## src/rtl/wdg_pkg.sv

```systemverilog
package wdg_pkg;
   localparam int NUM_STAGES = 4;
   localparam int STG_W      = 2;
   localparam int ACT_W      = 3;
   localparam int ACT_LSB    = 2;

   typedef enum logic [ACT_W-1:0] {
      ACT_OFF  = 3'd0,
      ACT_IRQ  = 3'd1,
      ACT_CPU  = 3'd2,
      ACT_SYS  = 3'd3,
      ACT_FULL = 3'd4
   } wdg_act_e;

   localparam int ADR_CTRL   = 0;
   localparam int ADR_TMO0   = 1;
   localparam int ADR_PRE    = 5;
   localparam int ADR_FEED   = 6;
   localparam int ADR_INTEN  = 7;
   localparam int ADR_INTCLR = 8;
   localparam int ADR_KEY    = 9;
   localparam int ADR_STAT   = 10;
endpackage

```

## src/rtl/wdg_regs.sv

```systemverilog
module wdg_regs
   import wdg_pkg::*;
#(
   parameter int                DATA_W     = 32,
   parameter int                ADDR_W     = 4,
   parameter int                TMO_W      = 32,
   parameter int                PRE_W      = 16,
   parameter int                TMO_RST    = 1000,
   parameter logic [DATA_W-1:0] UNLOCK_KEY = 32'h5AC3_E17B
) (
   input  logic                                clk,
   input  logic                                rst_n,
   input  logic                                wr_en,
   input  logic [ADDR_W-1:0]                   wr_addr,
   input  logic [DATA_W-1:0]                   wr_data,
   input  logic [ADDR_W-1:0]                   rd_addr,
   input  logic                                pending,
   input  logic [STG_W-1:0]                    stage,
   output logic [DATA_W-1:0]                   rd_data,
   output logic                                run,
   output logic                                lvl_en,
   output logic                                int_en,
   output logic                                unlocked,
   output logic [NUM_STAGES-1:0][ACT_W-1:0]    acts,
   output logic [NUM_STAGES-1:0][TMO_W-1:0]    tmo,
   output logic [PRE_W-1:0]                    prescale,
   output logic                                feed,
   output logic                                int_clr
);
   localparam logic [ADDR_W-1:0] A_CTRL   = ADDR_W'(ADR_CTRL);
   localparam logic [ADDR_W-1:0] A_TMO0   = ADDR_W'(ADR_TMO0);
   localparam logic [ADDR_W-1:0] A_PRE    = ADDR_W'(ADR_PRE);
   localparam logic [ADDR_W-1:0] A_FEED   = ADDR_W'(ADR_FEED);
   localparam logic [ADDR_W-1:0] A_INTEN  = ADDR_W'(ADR_INTEN);
   localparam logic [ADDR_W-1:0] A_INTCLR = ADDR_W'(ADR_INTCLR);
   localparam logic [ADDR_W-1:0] A_KEY    = ADDR_W'(ADR_KEY);
   localparam logic [ADDR_W-1:0] A_STAT   = ADDR_W'(ADR_STAT);

   logic wr_ok;
   assign wr_ok = wr_en && unlocked;

   always_ff @(posedge clk or negedge rst_n) begin
      if (!rst_n) begin
         run      <= 1'b0;
         lvl_en   <= 1'b0;
         int_en   <= 1'b0;
         unlocked <= 1'b0;
         acts     <= '0;
         prescale <= PRE_W'(1);
         for (int i = 0; i < NUM_STAGES; i++) tmo[i] <= TMO_W'(TMO_RST);
      end else begin
         if (wr_ok && wr_addr == A_CTRL) begin
            run    <= wr_data[0];
            lvl_en <= wr_data[1];
            for (int i = 0; i < NUM_STAGES; i++)
               acts[i] <= wr_data[ACT_LSB + ACT_W*i +: ACT_W];
         end
         for (int i = 0; i < NUM_STAGES; i++)
            if (wr_ok && wr_addr == A_TMO0 + ADDR_W'(i))
               tmo[i] <= wr_data[TMO_W-1:0];
         if (wr_ok && wr_addr == A_PRE)
            prescale <= wr_data[PRE_W-1:0];
         if (wr_en && wr_addr == A_INTEN)
            int_en <= wr_data[0];
         if (wr_en && wr_addr == A_KEY) begin
            if (wr_data == UNLOCK_KEY)  unlocked <= 1'b1;
            else if (wr_data == '0)     unlocked <= 1'b0;
         end
      end
   end

   assign feed    = wr_ok && wr_addr == A_FEED;
   assign int_clr = wr_en && wr_addr == A_INTCLR && wr_data[0];

   always_comb begin
      rd_data = '0;
      if (rd_addr == A_CTRL) begin
         rd_data[0] = run;
         rd_data[1] = lvl_en;
         for (int i = 0; i < NUM_STAGES; i++)
            rd_data[ACT_LSB + ACT_W*i +: ACT_W] = acts[i];
      end
      for (int i = 0; i < NUM_STAGES; i++)
         if (rd_addr == A_TMO0 + ADDR_W'(i))
            rd_data[TMO_W-1:0] = tmo[i];
      if (rd_addr == A_PRE)   rd_data[PRE_W-1:0] = prescale;
      if (rd_addr == A_INTEN) rd_data[0] = int_en;
      if (rd_addr == A_STAT) begin
         rd_data[0]       = pending;
         rd_data[1]       = unlocked;
         rd_data[3:2]     = stage;
      end
   end
endmodule

```

## src/rtl/wdg_tick.sv

```systemverilog
module wdg_tick #(
   parameter int PRE_W = 16
) (
   input  logic             clk,
   input  logic             rst_n,
   input  logic             run,
   input  logic             restart,
   input  logic [PRE_W-1:0] prescale,
   output logic             tick
);
   logic [PRE_W-1:0] pcnt;
   logic [PRE_W-1:0] last;

   assign last = (prescale == '0) ? '0 : prescale - PRE_W'(1);
   assign tick = run && (pcnt == last);

   always_ff @(posedge clk or negedge rst_n) begin
      if (!rst_n)                  pcnt <= '0;
      else if (!run || restart)    pcnt <= '0;
      else if (tick)               pcnt <= '0;
      else                         pcnt <= pcnt + PRE_W'(1);
   end
endmodule

```

## src/rtl/wdg_stages.sv

```systemverilog
module wdg_stages
   import wdg_pkg::*;
#(
   parameter int TMO_W       = 32,
   parameter bit FULL_RST_EN = 1'b1
) (
   input  logic                             clk,
   input  logic                             rst_n,
   input  logic                             run,
   input  logic                             feed,
   input  logic                             tick,
   input  logic                             int_clr,
   input  logic [NUM_STAGES-1:0][TMO_W-1:0] tmo,
   input  logic [NUM_STAGES-1:0][ACT_W-1:0] acts,
   output logic [STG_W-1:0]                 stage,
   output logic                             pending,
   output logic                             cpu_rst,
   output logic                             sys_rst,
   output logic                             full_rst
);
   logic [TMO_W-1:0] cnt;
   logic [TMO_W:0]   cnt_nxt;
   logic [ACT_W-1:0] act_cur;
   logic             expire;
   logic             fire;
   logic             full_hit;

   assign act_cur = acts[stage];
   assign cnt_nxt = {1'b0, cnt} + {{TMO_W{1'b0}}, 1'b1};
   assign expire  = tick && (cnt_nxt >= {1'b0, tmo[stage]});
   assign fire    = expire && !feed;

   generate
      if (FULL_RST_EN) begin : g_full
         assign full_hit = (act_cur == ACT_FULL);
      end else begin : g_nofull
         assign full_hit = 1'b0;
      end
   endgenerate

   always_ff @(posedge clk or negedge rst_n) begin
      if (!rst_n) begin
         cnt   <= '0;
         stage <= '0;
      end else if (!run || feed) begin
         cnt   <= '0;
         stage <= '0;
      end else if (expire) begin
         cnt   <= '0;
         stage <= stage + STG_W'(1);
      end else if (tick) begin
         cnt   <= cnt_nxt[TMO_W-1:0];
      end
   end

   always_ff @(posedge clk or negedge rst_n) begin
      if (!rst_n) begin
         cpu_rst  <= 1'b0;
         sys_rst  <= 1'b0;
         full_rst <= 1'b0;
         pending  <= 1'b0;
      end else begin
         cpu_rst  <= fire && (act_cur == ACT_CPU);
         sys_rst  <= fire && (act_cur == ACT_SYS);
         full_rst <= fire && full_hit;
         if (fire && act_cur == ACT_IRQ) pending <= 1'b1;
         else if (int_clr)               pending <= 1'b0;
      end
   end
endmodule

```

## src/rtl/stage_watchdog.sv

```systemverilog
module stage_watchdog
   import wdg_pkg::*;
#(
   parameter int                DATA_W      = 32,
   parameter int                ADDR_W      = 4,
   parameter int                TMO_W       = 32,
   parameter int                PRE_W       = 16,
   parameter int                TMO_RST     = 1000,
   parameter bit                FULL_RST_EN = 1'b1,
   parameter logic [DATA_W-1:0] UNLOCK_KEY  = 32'h5AC3_E17B
) (
   input  logic              clk,
   input  logic              rst_n,
   input  logic              wr_en,
   input  logic [ADDR_W-1:0] wr_addr,
   input  logic [DATA_W-1:0] wr_data,
   input  logic [ADDR_W-1:0] rd_addr,
   output logic [DATA_W-1:0] rd_data,
   output logic              irq,
   output logic              cpu_rst,
   output logic              sys_rst,
   output logic              full_rst
);
   localparam int CTRL_BITS = ACT_LSB + ACT_W*NUM_STAGES;

   if (DATA_W < CTRL_BITS || DATA_W < 32) begin : g_bad_data
      $error("stage_watchdog: DATA_W too narrow for control word and key");
   end
   if (TMO_W < 1 || TMO_W > DATA_W) begin : g_bad_tmo
      $error("stage_watchdog: TMO_W must lie in 1..DATA_W");
   end
   if (PRE_W < 1 || PRE_W > DATA_W) begin : g_bad_pre
      $error("stage_watchdog: PRE_W must lie in 1..DATA_W");
   end
   if (ADDR_W < 4) begin : g_bad_addr
      $error("stage_watchdog: ADDR_W must be at least 4");
   end

   logic                             run_w, lvl_w, inten_w, unl_w;
   logic                             feed_w, clr_w, tick_w, pend_w;
   logic [STG_W-1:0]                 stage_w;
   logic [NUM_STAGES-1:0][ACT_W-1:0] acts_w;
   logic [NUM_STAGES-1:0][TMO_W-1:0] tmo_w;
   logic [PRE_W-1:0]                 pre_w;

   wdg_regs #(
      .DATA_W(DATA_W), .ADDR_W(ADDR_W), .TMO_W(TMO_W), .PRE_W(PRE_W),
      .TMO_RST(TMO_RST), .UNLOCK_KEY(UNLOCK_KEY)
   ) u_regs (
      .clk(clk), .rst_n(rst_n), .wr_en(wr_en), .wr_addr(wr_addr),
      .wr_data(wr_data), .rd_addr(rd_addr), .pending(pend_w),
      .stage(stage_w), .rd_data(rd_data), .run(run_w), .lvl_en(lvl_w),
      .int_en(inten_w), .unlocked(unl_w), .acts(acts_w), .tmo(tmo_w),
      .prescale(pre_w), .feed(feed_w), .int_clr(clr_w)
   );

   wdg_tick #(.PRE_W(PRE_W)) u_tick (
      .clk(clk), .rst_n(rst_n), .run(run_w), .restart(feed_w),
      .prescale(pre_w), .tick(tick_w)
   );

   wdg_stages #(.TMO_W(TMO_W), .FULL_RST_EN(FULL_RST_EN)) u_stages (
      .clk(clk), .rst_n(rst_n), .run(run_w), .feed(feed_w),
      .tick(tick_w), .int_clr(clr_w), .tmo(tmo_w), .acts(acts_w),
      .stage(stage_w), .pending(pend_w), .cpu_rst(cpu_rst),
      .sys_rst(sys_rst), .full_rst(full_rst)
   );

   assign irq = pend_w && lvl_w && inten_w;
endmodule

```

## config.mk

```make
export PLATFORM = sky130hd
export DESIGN_NAME = stage_watchdog
export DESIGN_NICKNAME = d
export VERILOG_FILES = /design/src/rtl/wdg_pkg.sv /design/src/rtl/wdg_regs.sv /design/src/rtl/wdg_tick.sv /design/src/rtl/wdg_stages.sv /design/src/rtl/stage_watchdog.sv
export SDC_FILE = /design/constraint.sdc
export NUM_CORES = 1
export LEC_CHECK = 0
export ABC_CLOCK_PERIOD_IN_PS = 6450
export CORE_UTILIZATION = 65
export DETAILED_ROUTE_END_ITERATION = 7
export DONT_BUFFER_PORTS = 1
export PLACE_DENSITY = 0.81
export SETUP_SLACK_MARGIN = 0.05
export SLEW_MARGIN = 0
export SYNTH_ARGS = -nofsm -noshare
export SYNTH_HDL_FRONTEND = slang
export SYNTH_SLANG_ARGS = --single-unit
```

## constraint.sdc

```tcl
create_clock -name clk -period 6.45 [get_ports clk]
set_clock_uncertainty 0.05 [all_clocks]
set_input_delay 1.6125 -clock clk [delete_from_list [all_inputs] [get_ports clk]]
set_output_delay 1.6125 -clock clk [all_outputs]
set_load 0.005 [all_outputs]
```

==> results of run 1 <==
metal layers:
layer,wire [µm],part of all wire [%]
met2,15900,46
met1,13400,39
met4,1160,3.4
met3,3860,11
met5,13,0.038
flip-flops by register name, indices dropped and copies added (netlist names):
signal / count
u_regs.tmo: 128
u_stages.cnt: 32
u_regs.prescale: 16
u_tick.pcnt: 16
u_regs.acts: 12
u_stages.stage: 2
u_regs.int_en: 1
u_regs.lvl_en: 1
u_regs.run: 1
u_regs.unlocked: 1
u_stages.cpu_rst: 1
u_stages.full_rst: 1
u_stages.pending: 1
u_stages.sys_rst: 1
worst max path at each step:
stage                                from                to  slack (ps)  depth (start not counted)
final                          rd_addr[2]        rd_data[2]        1360                          6
after global routing      u_stages.cnt[2]  u_stages.cnt[18]        1210                         15
after CTS                      rd_addr[2]        rd_data[2]        1460                          6
after detailed placement       rd_addr[2]        rd_data[2]        1510                          6
after global placement         rd_addr[1]        rd_data[6]        1540                          5
after floorplan                rd_addr[1]       rd_data[21]        1830                          7
per-stage QoR:
| stage | util [%] | total power (µW) | instance area, µm² | instances |
|---|---|---|---|---|
| 2_1_floorplan | - | 1400 | 12800 | 1168 |
| 3_3_place_gp | 68.0 | 1400 | 12900 | 1368 |
| 3_5_place_dp | 68.0 | 1400 | 12900 | 1368 |
| 4_1_cts | 72.3 | 2810 | 13700 | 1410 |
| 5_1_grt | 72.3 | 2850 | 13700 | 1410 |
| 6_report | 72.3 | 2790 | 13700 | 1410 |
cell families after synthesis:
logic type,count (synthesis)
adder cells (fa/ha/maj),36
buffers and inverters,134
AO/OA/AOI/OAI,191
XOR/XNOR,54
AND/OR/NAND/NOR,314
flip-flops,214
multiplexers,225
cell usage after synthesis (all sizes together), types with 3 or more instances:
master / n
dfrtp: 189
mux2: 172
nand2: 79
o21ai: 66
inv: 61
nand4: 47
nor2: 47
clkbuf: 39
xnor2: 39
mux4: 37
ha: 36
buf: 34
a21oi: 30
a22oi: 29
nand3: 28
dfstp: 25
nor3: 18
and3: 17
mux2i: 16
nor4: 16
xor2: 15
nor2b: 11
a211oi: 9
and2: 9
and4: 9
o22ai: 8
a221oi: 7
a222oi: 7
or4: 7
a31oi: 5
or3: 5
a22o: 4
nand2b: 4
a21boi: 3
a311oi: 3
nand4b: 3
nor4b: 3
o311ai: 3
o32ai: 3
where the power goes:
group,leakage (µW),switching (µW),total (µW),internal [µW]
Clock,0.000403,565,1410,847
Combinational,0.00259,20.9,34.0,13.1
Sequential,0.00288,1.93,1350,1350
Total,0.00588,588,2790,2210
final cells by class:
type                    count  share of cell area (%)
clock inverters             6                   0.767
multi-input cells         820                    49.9
inverters                  61                    1.67
flip-flops and latches    214                    39.3
clock buffers              36                    5.22
repair buffers             13                   0.712
well taps                 260                    2.37
==> metrics.md, run 1 <==
| Metric | Value |
|---|---|
| Final setup fails | 0 |
| Final nets | between 1k and 1.5k |
| Die area | roughly 20000 µm² |
| Critical path's slowest cell | nor2_1 |
| Flop-to-flop setup slack | ~1600 ps |
| Minimum period implied by the final worst setup slack | ~5000 ps |
| Critical Setup Path Class | in -> out |
| Static leakage | between 0.005 and 0.006 µW |
| M1 GR Usage | 48.0% |
| Share of layout cells above drive strength 1 | a little over a quarter |
| Most frequent cells in the layout | dfrtp_1 (188), mux2_2 (172), nand2_1 (79) |
| Final Cycle Share | between 70% and 80% |
| DP Worst Slack | roughly 1500 ps |
| Vias in the first global route | 9658 |
| Worst path top cell family by delay | simple AND/OR/NAND/NOR gates |
| Crit path largest cell delay | between 600 and 700 ps |
| Gr busiest metal | met2 |
| Initial antenna violation count | 1 |
| First-pass iteration count of the detailed router | 7 |
| Status | finished clean |
| Met3 Use GR | roughly a tenth |
| Final hold slack | 477 ps |
| Final Max Slew Viols | 0 |
| CP arrival | approximately 3400 ps |
| PnR worst setup slack | 1360 ps |
| Cells on worst reg2reg path | 15 |
| Cell breakdown of the critical path | nor2_1, and2_1, a22oi_1, o21ai_0, a221oi_1, a21oi_1 |
| Overflow after GRT | 0 |
| Initial DRC count | roughly 950 |
| DRC | 0 |
| Gate Count Post-Synth | 1168 |
| RSZ-0062 raised after global routing | false |
| Die H | 142 µm |
| VDD IR-drop max | 0.000413 V |
| Rows | 50 |
| Syn_nets | between 1k and 1.5k |
| DP HPWL | between 20 and 25 mm |
| Commonest non-fill, non-tap cell in the layout | dfrtp_1 |
| All-Layer GR Usage | between 30% and 40% |
| N_diodes | 0 |
| Post-synth ARST share | 100% |
| Post-Synth XOR/XNOR Area | under 10% |
| GRT met2 Usage | between 50% and 60% |
| Fmax | between 150 and 200 MHz |
| EDFF count, synth | 0 |
| HP Start | u_regs.tmo[85] |
| Via count | approximately 9.9k |
| Max clock buf depth | 3 |
| Synthesis-to-layout area growth | 7.44% |
| Register area | about 5400 µm² |
| Setup TNS | 0 ps |
| Pwr Density | between 200 and 250 nW/µm² |
| Required @ worst endpoint | between 4000 and 5000 ps |
| Largest family of logic cells by synthesized area | multiplexers |
| Post-synthesis compound-gate area fraction | under 10% |
| I/O Buffers | 0 |
| Hold Path Sink | u_regs.tmo[85] |
| Hold path depth | 1 |
| Yosys reg bits | ~210 |
| Top cell type's share of synthesized area | about 37% |
| Max Cap Viol | 0 |
| Top Ports | 79 |
| GP Congestion | approximately 0.9 |
| CTS H-tree depth | 1 |
| Die width | around 140 µm |
| Post-route ant nets | 0 |
| Synthesis Warnings | 0 |
| Hold buffers post-CTS | 0 |
| Mean Syn Cell Area | between 10 and 15 µm² |
| Drt wl/cell | about 24 µm |
| Clk sinks | 214 |
| Area of the multi-input gates | approximately 7000 µm² |
| Syn Std Cell Area | between 10000 and 15000 µm² |
| DR vias/cell | roughly 7 |
| CP max FO | 9 |
| Area contributors post-synth | dfrtp_1 (37%), mux2_2 (15%), mux4_2 (6.5%) |
| Clock Latency Late Sink | 540 ps |
| Slew @ Worst Pin | about 1000 ps |
| Core area | ~19000 µm² |
| Initial Utilization | about 67% |
| Post-cts resize count | 0 |
| Yosys cell types | 74 |
| CP Buf/Inv Count | 0 |
| Slew Limit Headroom | approximately 30% |
| Post-CTS Setup Bufs | 0 |
| Post-Route WL | roughly 34 mm |
| Global-route wire length before repair | approximately 54 mm |
| Register area share after synthesis | between 40% and 50% |
| CTS tree | done |
| Cell taking the most area after synthesis | dfrtp_1 |
| Num CTS Buffers | 24 |
| Simple-Gate Fraction of Synth Area | a little over an eighth |
| RR Startpoint | u_stages.cnt[2] |
| Final hold viol count | 0 |
| Element type at the critical path end | output port |
| Largest net degree at the start of global routing | 215 |
| Final-layout fill cell count | 1285 |
| Reg clk slew, reported paths | around 60 ps |
| Mux share of post-synthesis cell area | between 20 and 25% |
| CTS root buffer | clkbuf_16 |
| Startpoint Class | primary input |
| Main synth FF type | dfrtp_1 |
| Synth Area in Adders | ~3.5% |
| Reg-to-Reg End | u_stages.cnt[24] |
| Hold Path Class | reg -> reg |
Power figures use the tool's default switching activity.
==> inputs of run 2 (changes only) <==
--- a/config.mk
+++ b/config.mk
@@ -5,11 +5,11 @@
 export SDC_FILE = /design/constraint.sdc
 export NUM_CORES = 1
 export LEC_CHECK = 0
-export ABC_CLOCK_PERIOD_IN_PS = 6450
-export CORE_UTILIZATION = 65
+export ABC_CLOCK_PERIOD_IN_PS = 4100
+export CORE_UTILIZATION = 58
 export DETAILED_ROUTE_END_ITERATION = 7
 export DONT_BUFFER_PORTS = 1
-export PLACE_DENSITY = 0.81
+export PLACE_DENSITY = 0.76
 export SETUP_SLACK_MARGIN = 0.05
 export SLEW_MARGIN = 0
 export SYNTH_ARGS = -nofsm -noshare
==> constraint.sdc (replaced) <==
create_clock -name clk -period 4.1 [get_ports clk]
set_clock_uncertainty 0.05 [all_clocks]
set_input_delay 1.025 -clock clk [delete_from_list [all_inputs] [get_ports clk]]
set_output_delay 1.025 -clock clk [all_outputs]
set_load 0.005 [all_outputs]
==> run 2 against run 1 <==
Combinational power rose by 81%. Clock power grew 48%. Die area up 12%. Worst setup slack got worse by 1100 ps. Total power increased by 52%. Flip-flop and latch count stayed put. Sequential share of layout area shrank 0.47 points. Utilization fell by 7.1 points. Count of clock-buffer cells in the layout is 2 higher. Design area is 1.3% higher. Critical path depth rose by 9.
==> metrics.md, run 2 (synthesis gave the netlist of run 1 again) <==
| Metric | Value |
|---|---|
| Status | finished clean |
| DP Worst Slack | approximately 190 ps |
| First-pass iteration count of the detailed router | 5 |
| Critical Setup Path Class | reg -> reg |
| DP HPWL | about 24 mm |
| Required @ worst endpoint | approximately 4500 ps |
| Cells on worst reg2reg path | 15 |
| Reg clk slew, reported paths | around 60 ps |
| GP Congestion | 0.928 |
| Drt wl/cell | about 24 µm |
| I/O Buffers | 0 |
| Initial DRC count | approximately 970 |
| Max reg flops | 128 |
| DRC | 0 |
| CTS tree | done |
| Top Ports | between 70 and 80 |
| Fmax | 259 MHz |
| Final nets | roughly 1.2k |
| Via count | roughly 10k |
| Clock Latency Late Sink | 520 ps |
| Reg-to-Reg End | u_stages.stage[0] |
| Final Max Slew Viols | 0 |
| Synthesis-to-layout area growth | 8.80% |
| Finished Layout Cells | roughly 1.4k |
| Max Cap Viol | 0 |
| VDD IR-drop max | just over 0.0004 V |
| CP arrival | approximately 4300 ps |
| Initial antenna violation count | 0 |
| CTS H-tree depth | 1 |
| RR Startpoint | u_stages.cnt[2] |
| Core area | between 20000 and 25000 µm² |
| Die H | roughly 150 µm |
| Minimum period implied by the final worst setup slack | 3850 ps |
| Global-route wire length before repair | ~56 mm |
| Static leakage | 0.00594 µW |
| Pwr Density | slightly above 300 nW/µm² |
| Most frequent cells in the layout | dfrtp_1 (186), mux2_2 (172), nand2_1 (79) |
| Flop-to-flop setup slack | between 200 and 250 ps |
| Final Power | 4260 µW |
| PnR worst setup slack | 246 ps |
| Die width | between 150 and 200 µm |
| Max clock buf depth | 3 |
| Slew Limit Headroom | about a third |
| Final Cycle Share | about 94% |
| Final hold viol count | 0 |
| CP max FO | 31 |
| Hold Path Class | in -> async |
| Finished Cell Area | about 14000 µm² |
| Post-Route WL | 35.2 mm |
| DR vias/cell | between 6 and 7 |
| Hold buffers post-CTS | 0 |
| Initial Utilization | about 60% |
| Die area | between 20000 and 25000 µm² |
| All-Layer GR Usage | around a third |
| Vias in the first global route | between 9k and 10k |
| Slew @ Worst Pin | ~1000 ps |
| Top Registers | u_regs.tmo (128), u_stages.cnt (32) |
| Commonest non-fill, non-tap cell in the layout | dfrtp_1 |
| RSZ-0062 raised after global routing | true |
| N_diodes | 0 |
| Inst Count DP | between 1k and 1.5k |
| Element type at the critical path end | flop |
| Post-route ant nets | 0 |
| Clk sinks | around 210 |
| Largest net degree at the start of global routing | between 200 and 250 |
| Rows | 53 |
| Largest reg by FF count | u_regs.tmo |
| Placed cell area | 13100 µm² |
| Num CTS Buffers | 24 |
| Share of layout cells above drive strength 1 | ~28% |
| Final setup fails | 0 |
| Overflow after GRT | 0 |
| Final core occ | between 60 and 70% |
| CTS root buffer | clkbuf_16 |
| Startpoint Class | flop |
==> run 2: power breakdown <==
part           switching [µW]  leakage [µW]  internal, µW  total, µW
combinational            38.3       0.00270          23.5       61.7
sequential               4.28       0.00288          2120       2120
clock                     843      0.000364          1230       2080
==> run 2: worst max path at each step <==
stage / startpoint / cells past startpoint / to
after floorplan: u_stages.stage[0] / 14 / u_stages.cnt[31]
after global placement: u_stages.cnt[2] / 15 / u_stages.stage[0]
after detailed placement: u_stages.cnt[2] / 15 / u_stages.stage[0]
after CTS: u_stages.cnt[2] / 15 / u_stages.stage[0]
after global routing: u_stages.cnt[2] / 15 / u_stages.full_rst
final: u_stages.cnt[2] / 15 / u_stages.stage[0]
==> run 2: critical path, cell delays in order (launching register included) <==
cell and delay [ps]:
dfrtp_2 430, and4_2 310, nand4_1 260, nor2b_2 240, and2_1 210, nand4_1 180, xnor2_1 180, ha_1 300
nand4_1 160, nor4_1 310, a311oi_1 130, o2111a_1 160, o21a_1 140, buf_12 180, or4_1 400, a21oi_1 150
==> run 2: what timing repair did <==
item,4_1_cts,5_1_grt
setup buffers,0,5
endpoints found under the setup margin,0,31
resized for setup,0,8
==> run 2: metal layers <==
layer | vias to the layer above | track usage, % | part of all wire [%]
met1 | 4967 | 44.4 | 41
met5 | - | 1.82 | 0.14
met3 | 102 | 8.00 | 9.3
met2 | 526 | 48.6 | 46
met4 | 2 | 13.2 | 3.9
li1 | 4325 | - | -
==> run 2: final cells by class <==
cell class | count | area, µm²
Clock inverter | 4 | 47.5
Fill cell | 1595 | 7410
Timing Repair Buffer | 32 | 290
Clock buffer | 38 | 704
Multi-Input combinational cell | 820 | 6870
Sequential cell | 214 | 5390
Inverter | 61 | 229
Tap cell | 275 | 344
==> run 2: per-stage QoR <==
stage | TNS [ps] | hold WS, ps
CTS | 0 | 142
global placement | 0 | 456
finish | 0 | 157
detailed placement | 0 | 462
floorplan | 0 | 439
global route | -28.2 | 141
